## src/rtl/coll_pkg.sv

```systemverilog
package coll_pkg;
  localparam int unsigned OBJ_W = 8;
  localparam logic [OBJ_W-1:0] TRACK_DEFAULT = 8'hBF;

  typedef logic [OBJ_W-1:0] obj_vec_t;

  // true when at least two bits of v are set
  function automatic logic multi_hit(input obj_vec_t v);
    int unsigned n;
    n = 0;
    for (int i = 0; i < OBJ_W; i++) n += v[i];
    return n >= 2;
  endfunction
endpackage

```

## src/rtl/coll_sel_reg.sv

```systemverilog
module coll_sel_reg #(
  parameter int unsigned W = 8
) (
  input  logic         clk,
  input  logic         rst_n,
  input  logic         we,
  input  logic [W-1:0] wdata,
  output logic [W-1:0] sel_q
);
  always_ff @(posedge clk or negedge rst_n) begin
    if (!rst_n) sel_q <= '0;
    else if (we) sel_q <= wdata;
  end
endmodule

```

## src/rtl/coll_table.sv

```systemverilog
module coll_table #(
  parameter int unsigned   W     = 8,
  parameter logic [W-1:0]  TRACK = 8'hBF
) (
  input  logic         clk,
  input  logic         rst_n,
  input  logic         pix_fire,
  input  logic [W-1:0] pix_objs,
  input  logic         clr,
  output logic [W-1:0] entries [W]
);
  import coll_pkg::*;

  logic [W-1:0] act;
  logic         hit;

  always_comb begin
    act = pix_objs & TRACK;
    hit = pix_fire && multi_hit(act);
  end

  for (genvar c = 0; c < W; c++) begin : g_entry
    if (TRACK[c]) begin : g_trk
      logic [W-1:0] nxt;
      always_comb begin
        nxt = clr ? '0 : entries[c];
        if (hit && act[c]) nxt = nxt | act;
      end
      always_ff @(posedge clk or negedge rst_n) begin
        if (!rst_n) entries[c] <= '0;
        else entries[c] <= nxt;
      end
    end else begin : g_none
      assign entries[c] = '0;
    end
  end
endmodule

```

## src/rtl/coll_query.sv

```systemverilog
module coll_query #(
  parameter int unsigned   W     = 8,
  parameter logic [W-1:0]  TRACK = 8'hBF
) (
  input  logic         clk,
  input  logic         rst_n,
  input  logic         rd_en,
  input  logic [W-1:0] sel,
  input  logic [W-1:0] entries [W],
  output logic         rd_valid,
  output logic [W-1:0] rd_data
);
  logic [W-1:0] part [W];
  logic [W-1:0] result;

  // one partial result per selection bit
  for (genvar m = 0; m < W; m++) begin : g_sel
    always_comb begin
      part[m] = '0;
      if (sel[m]) begin
        for (int c = 0; c < W; c++) begin
          if (TRACK[c] && entries[c][m])
            part[m] = part[m] | (entries[c] & ~(W'(1) << m));
        end
      end
    end
  end

  always_comb begin
    result = '0;
    for (int m = 0; m < W; m++) result = result | part[m];
    result = result & TRACK;
  end

  always_ff @(posedge clk or negedge rst_n) begin
    if (!rst_n) begin
      rd_valid <= 1'b0;
      rd_data  <= '0;
    end else begin
      rd_valid <= rd_en;
      rd_data  <= rd_en ? result : '0;
    end
  end
endmodule

```

## src/rtl/collision_reg.sv

```systemverilog
module collision_reg #(
  parameter int unsigned   W          = coll_pkg::OBJ_W,
  parameter logic [W-1:0]  TRACK_MASK = coll_pkg::TRACK_DEFAULT
) (
  input  logic         clk,
  input  logic         rst_n,
  input  logic         pix_valid,
  output logic         pix_ready,
  input  logic [W-1:0] pix_objs,
  input  logic         sel_we,
  input  logic [W-1:0] sel_wdata,
  input  logic         rd_en,
  output logic         rd_valid,
  output logic [W-1:0] rd_data
);
  logic [W-1:0] sel_q;
  logic [W-1:0] entries [W];
  logic         pix_fire;

  assign pix_ready = rst_n;
  assign pix_fire  = pix_valid && pix_ready;

  coll_sel_reg #(.W(W)) sel_i (
    .clk(clk), .rst_n(rst_n), .we(sel_we), .wdata(sel_wdata), .sel_q(sel_q)
  );

  coll_table #(.W(W), .TRACK(TRACK_MASK)) tbl_i (
    .clk(clk), .rst_n(rst_n), .pix_fire(pix_fire), .pix_objs(pix_objs),
    .clr(rd_en), .entries(entries)
  );

  coll_query #(.W(W), .TRACK(TRACK_MASK)) qry_i (
    .clk(clk), .rst_n(rst_n), .rd_en(rd_en), .sel(sel_q), .entries(entries),
    .rd_valid(rd_valid), .rd_data(rd_data)
  );
endmodule

```

## config.mk

```make
export PLATFORM = sky130hd
export DESIGN_NAME = collision_reg
export DESIGN_NICKNAME = d
export VERILOG_FILES = /design/src/rtl/coll_pkg.sv /design/src/rtl/coll_sel_reg.sv /design/src/rtl/coll_table.sv /design/src/rtl/coll_query.sv /design/src/rtl/collision_reg.sv
export SDC_FILE = /design/constraint.sdc
export NUM_CORES = 1
export LEC_CHECK = 0
export ABC_AREA = 1
export BUFFER_PORTS_ARGS = -buffer_cell sky130_fd_sc_hd__buf_2
export CAP_MARGIN = 5
export CORE_MARGIN = 5
export CORE_UTILIZATION = 40
export CTS_CLUSTER_SIZE = 10
export DETAILED_ROUTE_END_ITERATION = 8
export HOLD_SLACK_MARGIN = 0.12
export SLEW_MARGIN = 10
export SYNTH_ARGS = -nofsm -noshare
export SYNTH_HDL_FRONTEND = slang
export SYNTH_HIERARCHICAL = 1
export SYNTH_SLANG_ARGS = --single-unit
```

## constraint.sdc

```tcl
create_clock -name clk -period 1.7 [get_ports clk]
set_input_delay 0.17 -clock clk [delete_from_list [all_inputs] [get_ports clk]]
set_output_delay 0.17 -clock clk [all_outputs]
set_load 0.005 [all_outputs]
```

Word level (Yosys, flattened, before mapping)
Index checks and enable logic that the tools add are counted.
{"block": "word_totals", "register_bits": 73, "latch_bits": 0, "ramBits": 0, "romBits": 0, "inputBits": 21, "elab_cells": 215, "mem_count": 0}
{"block": "classes", "addsub": 6, "n_mul": 0, "div": 0, "magnitude_cmp": 1, "eq_ne": 0, "shift": 0, "mux": 127, "bitwise": 62, "n_reduce_logical": 9}
{"op": "8-bit two-way mux", "count": 126}
{"op": "8-bit OR", "count": 56}
{"op": "32-bit by 1-bit adder with 32-bit output", "count": 5}
{"op": "8-bit by 7-bit OR with 8-bit output", "count": 6}
{"op": "32-bit by 2-bit >= comparator with 1-bit output, second input constant", "count": 1}
{"op": "1-bit logical AND", "count": 9}
{"op": "7-bit two-way mux", "count": 1}
{"op": "1-bit by 1-bit adder with 2-bit output", "count": 1}

Logic depth before layout (Yosys ltp)
{"block": "logic_depth", "word_depth": 28, "depth_mapped": 12}

Cells and area by module
Netlist, hierarchy kept.
{"module": "coll_table", "n_inst": 1, "cells_per_inst": 218, "area_per_inst_um2": 2115.8}
{"module": "coll_query", "n_inst": 1, "cells_per_inst": 488, "area_per_inst_um2": 2023.2}
{"module": "coll_sel_reg", "n_inst": 1, "cells_per_inst": 34, "area_per_inst_um2": 305.3}
{"module": "collision_reg", "n_inst": 1, "cells_per_inst": 3, "area_per_inst_um2": 15.0}

Least setup slack after synthesis
OpenSTA, ideal clock, no wires.
{"block": "synth_timing", "path_type": "input-to-reg", "from": "input pix_objs[0]", "to": "register tbl_i/entries[18] (netlist name)", "arrival_ps": 2650, "required_ps": 1635, "setup_slack_ps": -1016, "stages": 12, "path_cell_list": "fa_1 -> inv_1 -> fa_1 -> inv_1 -> ha_1 -> a21o_1 -> fa_1 -> inv_1 -> nand2_4 -> buf_6 -> nand4_1 -> nand2_1"}
{"block": "synth_between", "elab_chain_cells": 10}
{"element": "start, declared", "line_no": "collision_reg.sv:9", "source": "input logic [W-1:0] pix_objs,"}
{"element": "1-bit by 1-bit adder with 2-bit output", "line_no": "coll_pkg.sv:11", "source": "for (int i = 0; i < OBJ_W; i++) n += v[i];"}
{"element": "32-bit by 1-bit adder with 32-bit output (5 in series)", "line_no": "coll_pkg.sv:11"}
{"element": "32-bit by 2-bit >= comparator with 1-bit output", "line_no": "coll_pkg.sv:12", "source": "return n >= 2;"}
{"element": "1-bit logical AND", "line_no": "coll_table.sv:19", "source": "hit = pix_fire && multi_hit(act);"}
{"element": "1-bit logical AND", "line_no": "coll_table.sv:27", "source": "if (hit && act[c]) nxt = nxt | act;"}
{"element": "8-bit two-way mux", "line_no": "coll_table.sv:27"}
{"element": "named net tbl_i.g_entry[5].g_trk.nxt[2]", "line_no": "coll_table.sv:24", "source": "logic [W-1:0] nxt;"}
{"element": "end signal, assigned by index", "line_no": "coll_table.sv:31", "source": "else entries[c] <= nxt;"}
{"element": "end, declared", "line_no": "coll_table.sv:10", "source": "output logic [W-1:0] entries [W]"}
The timed path passes the listed nets, and every way through them passes these cells.
A chain may end at the register's enable or synchronous reset.

Worst setup path after layout
{"block": "layout_timing", "from": "input pix_objs[0]", "to": "register tbl_i/entries[48] (netlist name)"}
{"block": "layout_between", "elab_chain_cells": 10, "word_cells_on_any_way": 11, "cone_classes": "add/sub: 6; order compare: 1; mux: 1; bitwise: 1; reduce/logical: 2"}
{"element": "1-bit by 1-bit adder with 2-bit output", "line_no": "coll_pkg.sv:11"}
{"element": "32-bit by 1-bit adder with 32-bit output (5 in series)", "line_no": "coll_pkg.sv:11"}
{"element": "32-bit by 2-bit >= comparator with 1-bit output", "line_no": "coll_pkg.sv:12"}
{"element": "1-bit logical AND", "line_no": "coll_table.sv:19"}
{"element": "1-bit logical AND", "line_no": "coll_table.sv:27"}
{"element": "8-bit two-way mux (*)", "line_no": "coll_table.sv:27"}
{"element": "named net tbl_i.g_entry[1].g_trk.nxt[0]", "line_no": "coll_table.sv:24"}
The timed path passes the listed nets; every way through them passes the cells marked *.

==> flow_summary.toml <==
[grt]
grt.overflow.total = 0
grt_pass1_wl_um = 23180
grt_use_met1 = 0.3228
grt_use_total = 0.2259
grt_util_met3 = 0.03263
grt_pass1_vias = 4315
grt_max_degree = 50
antenna_found_initial = 0
top_usage_layer = "met2"
grt_util_met2 = 0.3426

[clocking]
clk_path_buf_depth = 2
cts_tree = "built"
insertion_delay_ns = 0.36
clock_sinks = 65
cts-htree-levels = 3
cts-root-buf = "clkbuf_8"
clk_pin_slew_ns = 0.09
cts_buffers = 9

[timing]
layout_setup_ws_ns = -0.7787
tightest_slew_ns = 0.5843
slew_headroom = 0.6105
timing.setup.tns_ns = -36.60
fmax_mhz = 403.4
fin_crit_sh = 1.458
report.final.hold_viol_count = 0
min_period_ns = 2.479
clock_skew_ns = 0.01253
slew_viol_final = 0
hold_ws_ns = 0.2291
rsz0062_at_grt = "true"
final-setup-viol-count = 49

[detailed_routing]
routed-via-count = 4681
drt-total-wl_um = 14320
first_pass_iters = 5
detail_route.wl_per_cell_um = 15.35
first_iter_violations = 379
vias_per_cell = 5.017
drc_errors = 0
drtAntennaViolNets = 0

[finish]
diodes = 0
final_nets = 813
fin_util = 0.4714
drive_gt1_frac = 0.08323
syn_to_final_growth_pct = 15.64
fin_cells = 933

[floorplanning]
ioPinCount = 31
initial_core_util = 0.4076
row_count = 38
core_area_um2 = 10790
fp.dieH_um = 114.9
fp.dieW_um = 114.9
dieArea_um2 = 13200

[run_status]
violations = "setup timing"
status = "finished with violations"

[place]
dp_cells = 899
routabilityCongestion = 0.9353
io_buffers = 28
hpwl_um = 10070

[power_and_ir_drop]
clockPowerShare = 0.343
switching_power_mw = 1.567
p_leak_nw = 3.236
swShare = 0.3504
power_frac_comb = 0.205
ir_worst_vdd_uv = 448.2
power.share.sequential = 0.452
power_density_nw_per_um2 = 878.8
p_int_mw = 2.904

[run]
maxCapViolCount = 0

[synthesis]
postSynthAreaPerCell_um2 = 5.985
syn_area_um2 = 4399
yosysWarnings = 6
syn_inst = 735

[worst_setup_path]
required_ns = 2.00
critPathMaxFanout = 13
startpoint = "pix_objs[0]"
r2r_cells = 8
crit_type = "in -> reg"
reg2reg_to = "qry_i/rd_data[2]"
worstSetupEndpoint = "tbl_i/entries[48]"
rr_startpoint = "tbl_i/entries[2]"
startpoint_type = "input port"
arrival_ns = 2.78
reg2reg_slack_ns = 0.22
worstSetupEndpointType = "flop"

[min_path]
hold_class = "in -> reg"
==> final cells by class <==
class                   instances  area, µm²
fillers                      1117       5705
multi-input cells             613       2461
flip-flops and latches         65       1627
repair buffers                 59      449.2
well taps                     140      175.2
inverters                      40      150.1
clock buffers                   9      123.9
clock inverters                 7      101.3
==> metal layers <==
metal,share of wire,wire [µm],up-vias
li1,-,-,2326
met1,0.45,6502,2148
met2,0.45,6428,175
met3,0.063,906,32
met4,0.034,481,0
met5,0,0,-
==> repair_timing <==
| action | in CTS | in global routing |
|---|---|---|
| buffers inserted | 0 | 0 |
| pin swaps | 0 | 1 |
| resized for setup | 1 | 0 |
| endpoints found under the setup margin | 49 | 49 |
| hold buffers | 18 | 0 |
| endpoints found under the hold margin | 74 | 0 |
==> cells in the final DEF (no fill, tap or decap) <==
cell	instances
nand2_1	487
nand2_4	1
clkinvlp_4	1
buf_12	2
nand3_1	7
buf_4	11
bufinv_16	2
clkinv_2	1
inv_2	6
inv_8	1
nand4_2	2
a21o_1	1
dfrtp_1	65
buf_6	1
buf_2	27
fa_1	3
nor2_1	70
nand4_1	19
inv_6	2
clkbuf_8	9
dlygate4sd3_1	18
ha_1	1
conb_1	8
inv_1	34
a21oi_1	14
==> stage by stage <==
step | worst slack, ns | area [µm²] | power [mW]
floorplan | -0.9601 | 4422 | 2.506
global placement | -1.135 | 4676 | 2.864
detailed placement | -1.175 | 4676 | 2.883
CTS | -0.7632 | 5087 | 4.463
global route | -0.8825 | 5087 | 4.708
finish | -0.7787 | 5087 | 4.471
==> worst min path at each step <==
stage | startpoint | end | slack [ns] | cells after the start
3_5_place_dp | rst_n | tbl_i/entries[56] | 0.24 | 2
3_3_place_gp | rst_n | tbl_i/entries[56] | 0.24 | 2
2_1_floorplan | rst_n | qry_i/rd_data[0] | -0.13 | 0
5_1_grt | pix_objs[7] | tbl_i/entries[7] | 0.23 | 4
4_1_cts | pix_objs[7] | tbl_i/entries[7] | 0.20 | 4
6_report | pix_objs[7] | tbl_i/entries[7] | 0.23 | 4
==> power groups by stage <==
| stage | combinational (mW) | clock (mW) | sequential (mW) |
|---|---|---|---|
| final | 0.916 | 1.53 | 2.02 |
| after detailed placement | 0.838 | 0 | 2.04 |
| after global routing | 1.03 | 1.63 | 2.05 |
| after floorplan | 0.586 | 0 | 1.92 |
| after CTS | 0.875 | 1.57 | 2.01 |
| after global placement | 0.824 | 0 | 2.04 |
==> registers in the layout, summed over array words and instances, names as in the netlist <==
| register | cells |
|---|---|
| tbl_i/entries | 49 |
| qry_i/rd_valid | 1 |
| qry_i/rd_data | 7 |
| sel_i/sel_q | 8 |
==> critical path: stages <==
cell     delay [ns]
buf_6          0.10
fa_1           0.52
inv_1          0.05
fa_1           0.48
inv_1          0.04
ha_1           0.27
a21o_1         0.17
fa_1           0.51
inv_2          0.04
nand2_4        0.07
buf_12         0.13
nand4_1        0.12
nand2_1        0.10
Note: power is estimated with default switching activity, not from simulation.
